## config.mk

```make
export PLATFORM = sky130hd
export DESIGN_NAME = dbg_access_port
export DESIGN_NICKNAME = d
export VERILOG_FILES = /design/src/rtl/dbg_access_port.sv
export SDC_FILE = /design/constraint.sdc
export NUM_CORES = 1
export LEC_CHECK = 0
export CORE_MARGIN = 1.5
export CORE_UTILIZATION = 26
export CTS_CLUSTER_DIAMETER = 150
export CTS_CLUSTER_SIZE = 40
export DETAILED_ROUTE_END_ITERATION = 10
export DONT_BUFFER_PORTS = 1
export HOLD_SLACK_MARGIN = 0.06
export SLEW_MARGIN = 20
export SYNTH_ARGS = -nofsm -noshare
export SYNTH_HDL_FRONTEND = slang
export SYNTH_SLANG_ARGS = --single-unit
```

## constraint.sdc

```tcl
create_clock -name tck -period 9.6 [get_ports tck]
set_input_delay 0.48 -clock tck [delete_from_list [all_inputs] [get_ports tck]]
set_output_delay 0.48 -clock tck [all_outputs]
set_load 0.05 [all_outputs]
```

## src/rtl/dbg_access_port.sv

```systemverilog
module dbg_access_port #(
  parameter int DATA_W = 32,
  parameter int IDX_W = 7,
  parameter int IR_W = 4,
  parameter logic [IR_W-1:0] ENA_INSN = 'hC,
  parameter logic [31:0] DEV_ID = 32'h4B7D_2C19,
  parameter int TCODE_W = 6,
  parameter logic [TCODE_W-1:0] TCODE = 6'h21,
  parameter int MDO_W = 4
) (
  input  logic             tck,
  input  logic             por_n,
  input  logic             comp_en,
  input  logic             aux_sel,
  input  logic             tms,
  input  logic             tdi,
  output logic             tdo,
  output logic [MDO_W-1:0] mdo,
  output logic             msg_start
);
  localparam int SEL_W = IDX_W + 1;
  localparam int MSG_BITS = TCODE_W + DATA_W;
  localparam int NIBS = (MSG_BITS + MDO_W - 1) / MDO_W;
  localparam int MSG_W = NIBS * MDO_W;
  localparam int CNT_W = $clog2(NIBS + 1);
  localparam int TOP_W = $clog2(DATA_W);
  localparam logic [IDX_W-1:0] IDX_ID = 0;
  localparam logic [IDX_W-1:0] IDX_PCR = 1;

  localparam logic [3:0] TLR = 0, RTI = 1, SELDR = 2, CAPDR = 3, SHDR = 4, EX1DR = 5,
    PADR = 6, EX2DR = 7, UPDR = 8, SELIR = 9, CAPIR = 10, SHIR = 11, EX1IR = 12,
    PAIR = 13, EX2IR = 14, UPIR = 15;
  localparam logic [1:0] A_IDLE = 0, A_RSEL = 1, A_DACC = 2;

  wire rst_n = por_n & comp_en;

  logic [3:0] tap, tap_nx;
  logic [1:0] acc;
  logic [IR_W-1:0] ir_sh;
  logic [DATA_W-1:0] dr_sh, dr_shift, pcr, rd_val;
  logic [IDX_W-1:0] idx;
  logic wr;
  logic [TOP_W-1:0] dr_top;
  logic [MSG_W-1:0] msg_sh;
  logic [CNT_W-1:0] msg_left;
  logic msg_first;

  always_comb begin
    case (tap)
      TLR:   tap_nx = tms ? TLR   : RTI;
      RTI:   tap_nx = tms ? SELDR : RTI;
      SELDR: tap_nx = tms ? SELIR : CAPDR;
      CAPDR: tap_nx = tms ? EX1DR : SHDR;
      SHDR:  tap_nx = tms ? EX1DR : SHDR;
      EX1DR: tap_nx = tms ? UPDR  : PADR;
      PADR:  tap_nx = tms ? EX2DR : PADR;
      EX2DR: tap_nx = tms ? UPDR  : SHDR;
      UPDR:  tap_nx = tms ? SELDR : RTI;
      SELIR: tap_nx = tms ? TLR   : CAPIR;
      CAPIR: tap_nx = tms ? EX1IR : SHIR;
      SHIR:  tap_nx = tms ? EX1IR : SHIR;
      EX1IR: tap_nx = tms ? UPIR  : PAIR;
      PAIR:  tap_nx = tms ? EX2IR : PAIR;
      EX2IR: tap_nx = tms ? UPIR  : SHIR;
      default: tap_nx = tms ? SELDR : RTI;
    endcase
  end

  always_ff @(posedge tck or negedge rst_n)
    if (!rst_n) tap <= TLR;
    else if (aux_sel) tap <= tap_nx;

  assign dr_top = (acc == A_DACC) ? TOP_W'(DATA_W - 1) :
                  (acc == A_RSEL) ? TOP_W'(SEL_W - 1) : '0;

  always_comb begin
    dr_shift = dr_sh >> 1;
    dr_shift[dr_top] = tdi;
  end

  always_comb begin
    case (idx)
      IDX_ID:  rd_val = DEV_ID;
      IDX_PCR: rd_val = pcr;
      default: rd_val = '0;
    endcase
  end

  wire pcr_wr = aux_sel && tap == UPDR && acc == A_DACC && wr && idx == IDX_PCR;
  wire msg_go = pcr_wr && dr_sh[0];

  always_ff @(posedge tck or negedge rst_n) begin
    if (!rst_n) begin
      acc <= A_IDLE;
      ir_sh <= '0;
      dr_sh <= '0;
      idx <= '0;
      wr <= 1'b0;
      pcr <= '0;
    end else if (aux_sel) begin
      case (tap)
        TLR:   acc <= A_IDLE;
        CAPIR: ir_sh <= IR_W'(1);
        SHIR:  ir_sh <= {tdi, ir_sh[IR_W-1:1]};
        UPIR:  acc <= (ir_sh == ENA_INSN) ? A_RSEL : A_IDLE;
        CAPDR: dr_sh <= (acc == A_DACC && !wr) ? rd_val : '0;
        SHDR:  dr_sh <= dr_shift;
        UPDR: begin
          if (acc == A_RSEL) begin
            idx <= dr_sh[IDX_W-1:0];
            wr <= dr_sh[IDX_W];
            acc <= A_DACC;
          end else if (acc == A_DACC) begin
            if (pcr_wr) pcr <= dr_sh;
            acc <= A_RSEL;
          end
        end
        default: ;
      endcase
    end
  end

  always_ff @(posedge tck or negedge rst_n) begin
    if (!rst_n) begin
      msg_sh <= '0;
      msg_left <= '0;
      msg_first <= 1'b0;
    end else if (msg_go) begin
      msg_sh <= MSG_W'({DEV_ID, TCODE});
      msg_left <= CNT_W'(NIBS);
      msg_first <= 1'b1;
    end else if (msg_left != 0) begin
      msg_sh <= msg_sh >> MDO_W;
      msg_left <= msg_left - 1'b1;
      msg_first <= 1'b0;
    end
  end

  assign mdo = (msg_left != 0) ? msg_sh[MDO_W-1:0] : '0;
  assign msg_start = msg_first;
  assign tdo = aux_sel & ((tap == SHDR) ? dr_sh[0] : (tap == SHIR) ? ir_sh[0] : 1'b0);
endmodule

```

## Yosys cells after proc, flatten, opt, wreduce, memory -nomap -nowiden

Index checks and enable logic that the tools add are counted.

| cells by class | value |
|---|---|
| multiplexer cells | 35 |
| bitwise logic cells | 3 |
| $lt $le $gt $ge | 2 |
| $add $sub $neg | 1 |
| equality and inequality tests | 19 |
| reduce and logical (&&, ||, !) cells | 22 |

Operator list:

| cell | number |
|---|---|
| 32-bit case mux with 2 select lines | 2 |
| 40-bit two-way mux | 2 |
| 4-bit case mux with 11 select lines | 1 |
| 4-bit == test (second input constant) | 9 |
| 32-bit bitwise mux | 1 |
| 32-bit two-way mux | 1 |
| 4-bit two-way mux | 7 |
| 4-bit by 3-bit == test with 1-bit output (second input constant) | 4 |
| 2-bit two-way mux | 5 |
| 1-bit two-way mux | 9 |
| 3-bit two-way mux | 3 |
| 4-bit by 2-bit == test with 1-bit output (second input constant) | 2 |
| 4-bit case mux with 2 select lines | 1 |
| 7-bit by 1-bit == test with 1-bit output (second input constant) | 1 |
| 1-bit logical AND | 7 |
| 7-bit logical NOT | 1 |
| 5-bit by 6-bit less-than comparator with 1-bit output (second input constant) | 1 |
| 2-bit case mux with 3 select lines | 1 |
| 3-bit AND reduction | 2 |
| 2-bit nonzero test | 3 |
| 1-bit demux with 5-bit select | 1 |
| 5-bit by 1-bit >= comparator with 1-bit output (second input constant) | 1 |
| 5-bit two-way mux | 1 |
| 5-bit AND reduction | 1 |
| 12 further kinds | 15 |

| word-level totals | value |
|---|---|
| register bits after elaboration | 127 |
| input bits | 6 |
| word-level logic and storage cells | 92 |
| output and inout bits | 6 |

## Depth between registers and ports, before layout

Gate-level depths: netlist (run 1).

| depth | value |
|---|---|
| depth after elaboration | 9 |
| gate-level depth with buffers | 8 |
| gate-level depth less buffers | 6 |

## Worst setup path before layout (run 1)

Ideal clock, no wire load.

| timing path | value |
|---|---|
| path kind | reg-to-output |
| start | register tap[1] |
| end | output tdo |
| data arrival time | 2382 ps |
| path buffers | 2 |
| cell stages (with the launch flop) | 6 |
| data required time | 9120 ps |
| slack | 6738 ps |
| cells stage by stage | dfrtp_1 > buf_2 > nor4b_4 > buf_2 > nand2_1 > a21boi_0 |

| on the way | value |
|---|---|
| word-level cells in the longest chain between the ends | 4 |
| elaborated cells on any way between the ends | 5 |
| classes of those cells | 2 x eq/ne; 2 x mux; 1 x bitwise |

RTL lines:

| what | RTL line | source |
|---|---|---|
| start, declared | 37 | `logic [3:0] tap, tap_nx;` |
| start signal, assigned | 71 | `else if (aux_sel) tap <= tap_nx;` |
| 4-bit == test | 141 | `assign tdo = aux_sel & ((tap == SHDR) ? dr_sh[0] : (tap == SHIR) ? ir_sh[0] : 1'b0);` |
| 1-bit two-way mux | 141 |  |
| 1-bit two-way mux (*) | 141 |  |
| 1-bit AND (*) | 141 |  |
| end, declared | 17 | `output logic tdo,` |

Mark *: on every way between the ends. The rest lies on a longest branch, timed or not.

## Worst setup path in the final report (run 1)

| timing path | value |
|---|---|
| start | register tap[2] |
| end | output tdo |

The elaborated chain is that of the path after synthesis.

==> run_results.csv, run 1 <==
group,metric,value,unit
sta,slew_headroom,30.18,%
yosys,ys.flop_type,"dfrtp_1",
clock_network,cts_root_buf,"clkbuf_16",
yosys,syn_area_per_cell,11.67,sq um
clock_network,post-cts-setup-buffers,0,
place,hpwl,5703,um
setup_path,slowest_stage,"a21boi_1",
yosys,synth_cell_types,50,
sta,setup_viol,0,
setup_path,critical_path_arrival,2750,ps
clock_network,cts_buffers,17,
yosys,async_reset_ff_share,100.0,%
clock_network,path_clk_slew,50,ps
setup_path,r2r_setup_slack,6920,ps
sta,fmax,0.3092,GHz
sta,fin_skew,11.48,ps
clock_network,clock_latency,410,ps
run,cap_violations,0,
place,gp_congestion,0.7257,
power,ir_worst_vdd,121.3,uV
setup_path,r2r_cells,5,
yosys,ys_ff_latch,115,
floorplan,dieArea,21240,sq um
route,vias,3366,
setup_path,start_kind,"flip-flop",
cells_and_area,final_common_cell,"dfrtp_1",
setup_path,slowest_delay,800,ps
clock_network,cts_tree,"done",
setup_path,crit_type,"flip-flop to output port",
yosys,synth_seq_area_share,54.32,%
sta,final.setup.tns,0,ps
global_routing,grt_max_degree,59,
floorplan,io_pins,12,
global_routing,grt_pass1_wl,17510,um
sta,worst_pin_slew,1045,ps
yosys,synth-edff-count,0,
sta,fin_crit,3234,ps
sta,fin_ws,6366,ps
yosys,yosys_warnings,0,
clock_network,h-tree-depth,4,
setup_path,path_cells,"nor4b_4 -> buf_4 -> nand2_1 -> a21boi_1",
setup_path,cp.required,9120,ps
cells_and_area,syn2layout_area_growth,16.41,%
power,leakagePower,0.002757,uW
cells_and_area,final_nets,456,
sta,rsz0062_at_grt,"false",
floorplan,fp.dieH,145.7,um
place,preCtsSetupSlack,6685,ps
clock_network,cts_hold_buf,0,
yosys,synth_area,5298,sq um
route,detail_route.vias_per_cell,4.617,
setup_path,startpoint,"tap[2]",
cells_and_area,drive_gt1_share,19.61,%
cells_and_area,fin_util,30.68,%
floorplan,core,20100,sq um
floorplan,num_rows,52,
setup_path,endpoint,"tdo",
route,wire_per_inst,13.81,um
place,port_buffers,0,
sta,hold_viol,0,
sta,min_period_over_period,33.69,%
yosys,synth_nets,464,
yosys,synthCells,454,
floorplan,start_util,26.35,%
power,power_density,297.4,nW/um^2
global_routing,antenna_found_initial,0,
clock_network,cts_sinks,115,
route,drt_wl_total,10070,um
route,drc,0,
setup_path,r2r-end,"dr_sh[30]",
sta,maxSlewViolCount,0,
clock_network,cts_resized,0,
clock_network,cts.path.max_buffers,2,
cells_and_area,layout_common_cells,"dfrtp_1, nor2_1, nand2_1, mux2_4, a21oi_1",
min_path,hold_class,"input pin to flip-flop",
setup_path,timing.rr.start,"tap[2]",
setup_path,crit_path_max_fanout,35,
route,ant_nets,0,
route,first_pass_iters,4,
global_routing,grt_pass1_vias,3454,
route,first_iter_violations,221,
global_routing,grt_overflow,0,
cells_and_area,n_antenna_cell,0,
floorplan,die_w,145.7,um
global_routing,grt_use_total,10.28,%
outcome,status,"completed",
setup_path,end_kind,"output port",
[metal layers]
layer / global-route usage, % / part of all wire (%) / vias up
met5: 0 / 0 / -
met4: 4.898 / 1.6 / 0
met3: 3.354 / 3.3 / 13
met2: 15.71 / 47 / 32
met1: 13.13 / 48 / 1721
li1: - / - / 1600
[logic make-up (layout without fill, tap and decap cells)]
group	after synthesis	after routing	share of synthesized area, %
flip-flops	115	115	54.32
buffers and inverters	38	43	4.582
AO/OA/AOI/OAI	88	88	11.01
multiplexers	66	66	15.61
AND/OR/NAND/NOR	139	139	12.87
XOR/XNOR	4	4	0.6612
adder cells (fa/ha/maj)	4	4	0.9448
[cell type report]
class	instances	area [sq um]
clock buffers	20	446.7
well taps	270	337.8
inverters	5	18.77
fillers	1980	13940
clock inverters	12	252.7
repair buffers	6	45.04
flip-flops and latches	115	2878
multi-input cells	301	2188
[power breakdown]
group	switching (uW)	total (uW)	internal, uW
clock network	221	742	521
registers	129	723	593
logic	202	370	168
[stage by stage]
step / hold WS [ps] / instance area, sq um / std cells / power (uW)
floorplan: 453.1 / 5298 / 454 / 1012
global placement: 467.9 / 5465 / 697 / 1073
detailed placement: 469.2 / 5465 / 697 / 1101
CTS: 146.9 / 6165 / 729 / 1852
global route: 140.9 / 6167 / 729 / 1944
finish: 167.0 / 6167 / 729 / 1834
[how the worst min path moves through the flow]
stage | start | to | slack, ps | cells past startpoint
after floorplan | msg_sh[27] | msg_sh[27] | 450 | 2
after global placement | msg_sh[27] | msg_sh[27] | 470 | 2
final | aux_sel | tap[2] | 170 | 1
after CTS | aux_sel | tap[2] | 150 | 1
after global routing | aux_sel | tap[2] | 140 | 1
after detailed placement | msg_sh[27] | msg_sh[27] | 470 | 2
[Yosys cell counts, drive strengths merged (5+ instances only)]
| master | count | share of area (%) |
|---|---|---|
| dfrtp | 115 | 54 |
| nor2 | 66 | 4.8 |
| mux2 | 43 | 11 |
| nand2 | 33 | 2.3 |
| a21oi | 29 | 2.8 |
| mux2i | 23 | 4.3 |
| buf | 19 | 3.2 |
| a22oi | 16 | 2.3 |
| a221oi | 15 | 2.5 |
| clkbuf | 14 | 0.99 |
| o21ai | 14 | 1.3 |
| nor2b | 13 | 1.5 |
| inv | 5 | 0.35 |
[sequential cells by signal (all words and copies together) (netlist names)]
name      flops
dr_sh        32
pcr          32
msg_sh       29
idx           7
ir_sh         4
msg_left      4
tap           4
acc           2
wr            1
[critical path, delay by kind of cell (launching register included)]
kind	cells	cell delay, ps
and+or+nand+nor	2	400
DFF	1	720
buffers and inverters	1	420
AOI/OAI and AO/OA	1	800
Power figures use the tool's default switching activity.
==> inputs of run 2 (changes only) <==
--- a/config.mk
+++ b/config.mk
@@ -5,6 +5,7 @@
 export SDC_FILE = /design/constraint.sdc
 export NUM_CORES = 1
 export LEC_CHECK = 0
+export ABC_AREA = 1
 export CORE_MARGIN = 1.5
 export CORE_UTILIZATION = 26
 export CTS_CLUSTER_DIAMETER = 150
==> constraint.sdc (replaced) <==
create_clock -name tck -period 3.3 [get_ports tck]
set_input_delay 0.165 -clock tck [delete_from_list [all_inputs] [get_ports tck]]
set_output_delay 0.165 -clock tck [all_outputs]
set_load 0.05 [all_outputs]
==> run 2 against run 1 <==
Against the previous run:
- clock skew shrank 6.0 ps
- critical path depth increased by 3
- global-route usage is 0.78 points higher
- largest power group unchanged
- highest routed layer unchanged
==> run_results.csv, run 2 <==
group,metric,value,unit
yosys,ys_ff_latch,115,
route,ant_nets,0,
setup_path,slowest_delay,500,ps
setup_path,crit_cells,7,
setup_path,cp.required,3130,ps
yosys,synth.top_cell.area_share,50.59,%
floorplan,start_util,26.80,%
yosys,synthCells,691,
setup_path,crit_type,"flip-flop to output port",
yosys,synth-edff-count,0,
yosys,synthMuxAreaShare,0,%
clock_network,cts_sinks,115,
floorplan,core,21220,sq um
sta,worst_pin_slew,803.0,ps
setup_path,cp_num_buf_inv,3,
global_routing,grt_max_degree,65,
yosys,synth_top_family_by_area,"simple AND/OR/NAND/NOR gates",
global_routing,grt_pass1_wl,19980,um
floorplan,die_w,150.9,um
cells_and_area,ff_latch_area,2878,sq um
sta,slew_headroom,46.47,%
setup_path,path_cells,"inv_1 -> nand2_2 -> nor2_2 -> buf_4 -> nand2_1 -> a21oi_1 -> buf_4",
cells_and_area,final_common_cell,"nand2_1",
global_routing,antenna_found_initial,0,
cells_and_area,fill_cells,2200,
route,first_pass_iters,5,
yosys,synth_area,5688,sq um
route,drc,0,
yosys,synthSimpleGateAreaFrac,22.92,%
clock_network,cts_hold_buf,7,
yosys,synthAdderAreaFrac,0.8799,%
power,leakagePower,0.003441,uW
setup_path,crit_path_max_fanout,20,
clock_network,h-tree-depth,4,
clock_network,post-cts-setup-buffers,0,
sta,maxSlewViolCount,0,
clock_network,cts_root_buf,"clkbuf_16",
yosys,synth_xor_area_share,0.3080,%
global_routing,grt_overflow,0,
route,drt_wl_total,11350,um
clock_network,path_clk_slew,50,ps
setup_path,cp_top_family,"buffers and inverters",
sta,min_period_over_period,67.83,%
setup_path,critical_path_arrival,2070,ps
sta,hold_viol,0,
min_path,timing.hold.worst_path_depth,5,
setup_path,r2r_cells,8,
sta,fin_crit,2238,ps
outcome,status,"completed",
route,detail_route.vias_per_cell,4.412,
min_path,hold_class,"input pin to flip-flop",
sta,fin_skew,5.429,ps
route,vias,4333,
yosys,ys_top_cells_by_count,"nand2_1, dfrtp_1, inv_1, nand3_1, nor2_1",
floorplan,fp.dieH,150.9,um
setup_path,end_kind,"output port",
clock_network,cts_buffers,17,
yosys,yosysTopAreaCell,"dfrtp_1",
place,port_buffers,0,
power,ir_worst_vdd,392.7,uV
sta,fmax,0.4468,GHz
global_routing,grt_use_total,11.05,%
yosys,synth_nets,701,
cells_and_area,layout_common_cells,"nand2_1, dfrtp_1, inv_1, nand3_1, nor2_1",
place,hpwl,6592,um
clock_network,clock_latency,410,ps
cells_and_area,largestRegisters,"dr_sh: 32 flops, pcr: 32 flops, msg_sh: 29 flops",
floorplan,dieArea,22770,sq um
route,wire_per_inst,11.55,um
clock_network,cts.path.max_buffers,2,
setup_path,start_kind,"flip-flop",
route,first_iter_violations,204,
place,gp_congestion,0.8619,
yosys,syn_area_per_cell,8.231,sq um
yosys,ys.flop_type,"dfrtp_1",
power,power_density,881.2,nW/um^2
sta,final.setup.tns,0,ps
cells_and_area,multi_input_area,2197,sq um
sta,rsz0062_at_grt,"false",
yosys,synth_cell_types,32,
cells_and_area,drive_gt1_share,13.58,%
yosys,yosysMostFrequentCell,"nand2_1",
yosys,synth_area_leaders,"dfrtp_1, nand2_1, inv_1",
run,cap_violations,0,
floorplan,io_pins,12,
cells_and_area,n_antenna_cell,0,
clock_network,cts_tree,"done",
global_routing,grt_pass1_vias,4150,
setup_path,critical_path.most_common_cell,"buf_4",
cells_and_area,syn2layout_area_growth,17.14,%
setup_path,slowest_stage,"dfrtp_1",
yosys,synth_seq_area_share,50.59,%
clock_network,cts_resized,0,
yosys,yosys_warnings,0,
cells_and_area,final_nets,704,
sta,setup_viol,0,
yosys,synth_compound_area_share,14.52,%
floorplan,num_rows,53,
cells_and_area,fin_util,31.40,%
yosys,async_reset_ff_share,100.0,%
==> run 2: kinds of logic after synthesis <==
kind of cell	after synthesis
flops	115
fa+ha+maj	4
simple gates	302
compound gates	131
xor+xnor	2
buf+inv	137
==> run 2: final timing paths <==
path                       startpoint           to  slack (ps)
setup reg to reg               tap[0]    dr_sh[27]        1100
hold / removal                    tms       tap[0]          80
max in group asynchronous     comp_en  msg_left[2]        1610
hold reg to reg                pcr[5]       pcr[5]         480
min in group asynchronous       por_n     ir_sh[1]         380
setup / recovery               tap[0]          tdo        1060
==> run 2: cell type report <==
type                    instances  area share (%)
multi-input cells             439           32.98
clock buffers                  23           7.324
clock inverters                 9           2.967
flip-flops and latches        115           43.19
repair buffers                 19           2.592
inverters                     102           5.784
well taps                     275           5.164
==> run 2: worst reg2reg max path: stages, from the launching register on <==
cell     delay (ps)
dfrtp_1         500
nor2_4          190
nand2_2         230
nand2_2         190
nand2_4         270
inv_2           440
nand2_1         100
nor2_1          120
nor2_1           40
==> run 2: routing by layer <==
metal	wire [um]	global-route usage, %	up-vias
met2	4985	16.85	69
met4	192	4.320	0
li1	-	-	2203
met3	460	3.373	24
met5	0	0	-
met1	5706	14.61	2037
==> run 2: stage by stage <==
| stage | hold slack (ps) | instances | total power [uW] | cell area [sq um] | setup slack [ps] |
|---|---|---|---|---|---|
| finish | 84.39 | 982 | 5871 | 6663 | 1062 |
| detailed placement | 275.1 | 943 | 3753 | 5907 | 1114 |
| CTS | 62.76 | 982 | 5922 | 6663 | 1055 |
| floorplan | 305.8 | 691 | 3423 | 5688 | 55.71 |
| global placement | 269.8 | 943 | 3743 | 5907 | 1140 |
| global route | 118.5 | 982 | 6310 | 6663 | 907.4 |
==> run 2: power breakdown <==
group          internal (uW)  total (uW)  switching, uW  leakage [uW]
combinational            565        1680           1110       0.00159
sequential              1830        2070            245       0.00152
clock                   1490        2120            631      0.000333
total                   3880        5870           1990       0.00344
==> inputs of run 3 (changes only) <==
==> constraint.sdc (replaced) <==
create_clock -name tck -period 2.3 [get_ports tck]
set_input_delay 0.115 -clock tck [delete_from_list [all_inputs] [get_ports tck]]
set_output_delay 0.115 -clock tck [all_outputs]
set_load 0.05 [all_outputs]
==> run 3 against run 2 <==
Against the previous run:
- sequential power grew 44%
- non-clock buffer count rose by 8
- combinational power up 48%
- largest power group is now sequential cells
- critical path type unchanged
- clock power increased by 34%
- highest routed layer unchanged
- global-route usage up 0.37 points
- worst setup slack got worse by 850 ps
- sequential cell count stayed put
- total power increased by 41%
==> run_results.csv, run 3 (same netlist as run 2, synthesis figures left out) <==
group,metric,value,unit
route,drc,0,
floorplan,io_pins,12,
setup_path,slowest_delay,380,ps
cells_and_area,largestRegisters,"dr_sh: 32 flops, pcr: 32 flops, msg_sh: 29 flops",
power,power_density,1239,nW/um^2
sta,hold_ws,79.00,ps
clock_network,cts_sinks,115,
cells_and_area,layout_common_cells,"nand2_1, dfrtp_1, inv_1, nand3_1, nor2_1",
sta,fin_crit,2086,ps
cells_and_area,syn2layout_area_growth,17.69,%
clock_network,cts_buffers,17,
sta,slew_headroom,57.08,%
floorplan,start_util,26.80,%
sta,hold_viol,0,
floorplan,die_w,150.9,um
setup_path,cp.required,2180,ps
floorplan,num_rows,53,
clock_network,cts_tree,"done",
cells_and_area,final_nets,712,
min_path,hold_class,"input pin to flip-flop",
global_routing,grt_overflow,0,
global_routing,antenna_found_initial,0,
place,gp_congestion,0.9399,
setup_path,crit_path_max_fanout,14,
route,ant_nets,0,
outcome,status,"completed",
setup_path,start_kind,"flip-flop",
cells_and_area,n_antenna_cell,0,
sta,worst_pin_slew,642.5,ps
clock_network,cts.path.max_buffers,2,
global_routing,grt_pass1_vias,4324,
place,port_buffers,0,
sta,final.setup.tns,0,ps
setup_path,end_kind,"output port",
setup_path,critical_path_arrival,1970,ps
setup_path,path_cells,"inv_1 -> ha_1 -> nand3_1 -> inv_1 -> buf_4 -> nor2_1 -> buf_4",
run,cap_violations,0,
route,first_pass_iters,4,
sta,maxSlewViolCount,0,
place,hpwl,7034,um
global_routing,grt_use_total,11.42,%
route,detail_route.vias_per_cell,4.380,
sta,setup_viol,0,
route,drt_wl_total,11590,um
clock_network,cts_root_buf,"clkbuf_16",
setup_path,cp_top_family,"buffers and inverters",
clock_network,clock_latency,410,ps
cells_and_area,ff_latch_area,2878,sq um
floorplan,fp.dieH,150.9,um
setup_path,crit_type,"flip-flop to output port",
floorplan,dieArea,22770,sq um
sta,min_period_over_period,90.68,%
place,preCtsSetupSlack,512.3,ps
sta,fin_ws,214.3,ps
setup_path,slowest_stage,"dfrtp_1",
sta,fin_skew,4.807,ps
power,leakagePower,0.003461,uW
cells_and_area,multi_input_area,2197,sq um
global_routing,grt_pass1_wl,20700,um
cells_and_area,drive_gt1_share,14.55,%
power,ir_worst_vdd,608.5,uV
route,first_iter_violations,242,
setup_path,cp_num_buf_inv,4,
cells_and_area,fill_cells,2234,
route,vias,4336,
global_routing,grt_max_degree,65,
sta,fmax,0.4795,GHz
floorplan,core,21220,sq um
clock_network,h-tree-depth,4,
clock_network,path_clk_slew,50,ps
sta,rsz0062_at_grt,"false",
cells_and_area,final_common_cell,"nand2_1",
route,wire_per_inst,11.71,um
==> run 3: timing repair <==
| action | CTS | global route |
|---|---|---|
| endpoints found under the setup margin | 0 | 0 |
| setup buffers | 0 | 0 |
| hold endpoints to repair | 36 | 0 |
| hold buffers | 6 | 0 |
| gates resized for setup | 0 | 0 |
==> run 3: worst paths after layout <==
check,from,endpoint,slack [ps],depth (start not counted)
max,msg_left[0],mdo[1],210,7
min,tdi,dr_sh[7],80,4
max reg2reg,tap[1],tap[3],320,9
min reg2reg,pcr[14],pcr[14],480,2
max in group asynchronous,comp_en,dr_sh[11],800,5
min in group asynchronous,por_n,msg_sh[13],310,3
==> run 3: final cells by class <==
class / instances / area share, %
clock inverters: 11 / 2.729
repair buffers: 27 / 3.813
clock buffers: 21 / 6.729
multi-input cells: 439 / 32.82
well taps: 275 / 5.140
inverters: 102 / 5.776
flip-flops and latches: 115 / 42.99
==> run 3: routing by layer <==
metal	up-vias	routed length [um]	GRT usage (%)
li1	2217	-	-
met1	2033	5680	14.87
met2	73	5338	18.24
met3	13	440	3.494
met4	0	133	3.301
met5	-	0	0
==> run 3: stage by stage <==
step	cells	util (%)	power, uW	instance area (sq um)
final	990	31.54	8294	6694
after global routing	990	31.54	8949	6694
after CTS	990	31.54	8374	6694
after detailed placement	952	28.28	5467	6001
after global placement	952	28.28	5427	6001
after floorplan	691	-	4913	5692
==> run 3: power breakdown <==
part	switching (uW)	internal [uW]	leakage [uW]
sequential	357	2620	0.00152
combinational	1630	855	0.00163
clock	900	1940	0.000311
==> run 3: worst reg2reg max path, cell delays in order (launching register included) <==
cell and delay, ps:
dfrtp_1 480, inv_2 140, nor2_1 70, nand2_1 110, o21ai_0 90, a21oi_1 160, nand2_1 70, nand2_1 50
o21ai_0 90, dlygate4sd3_1 580
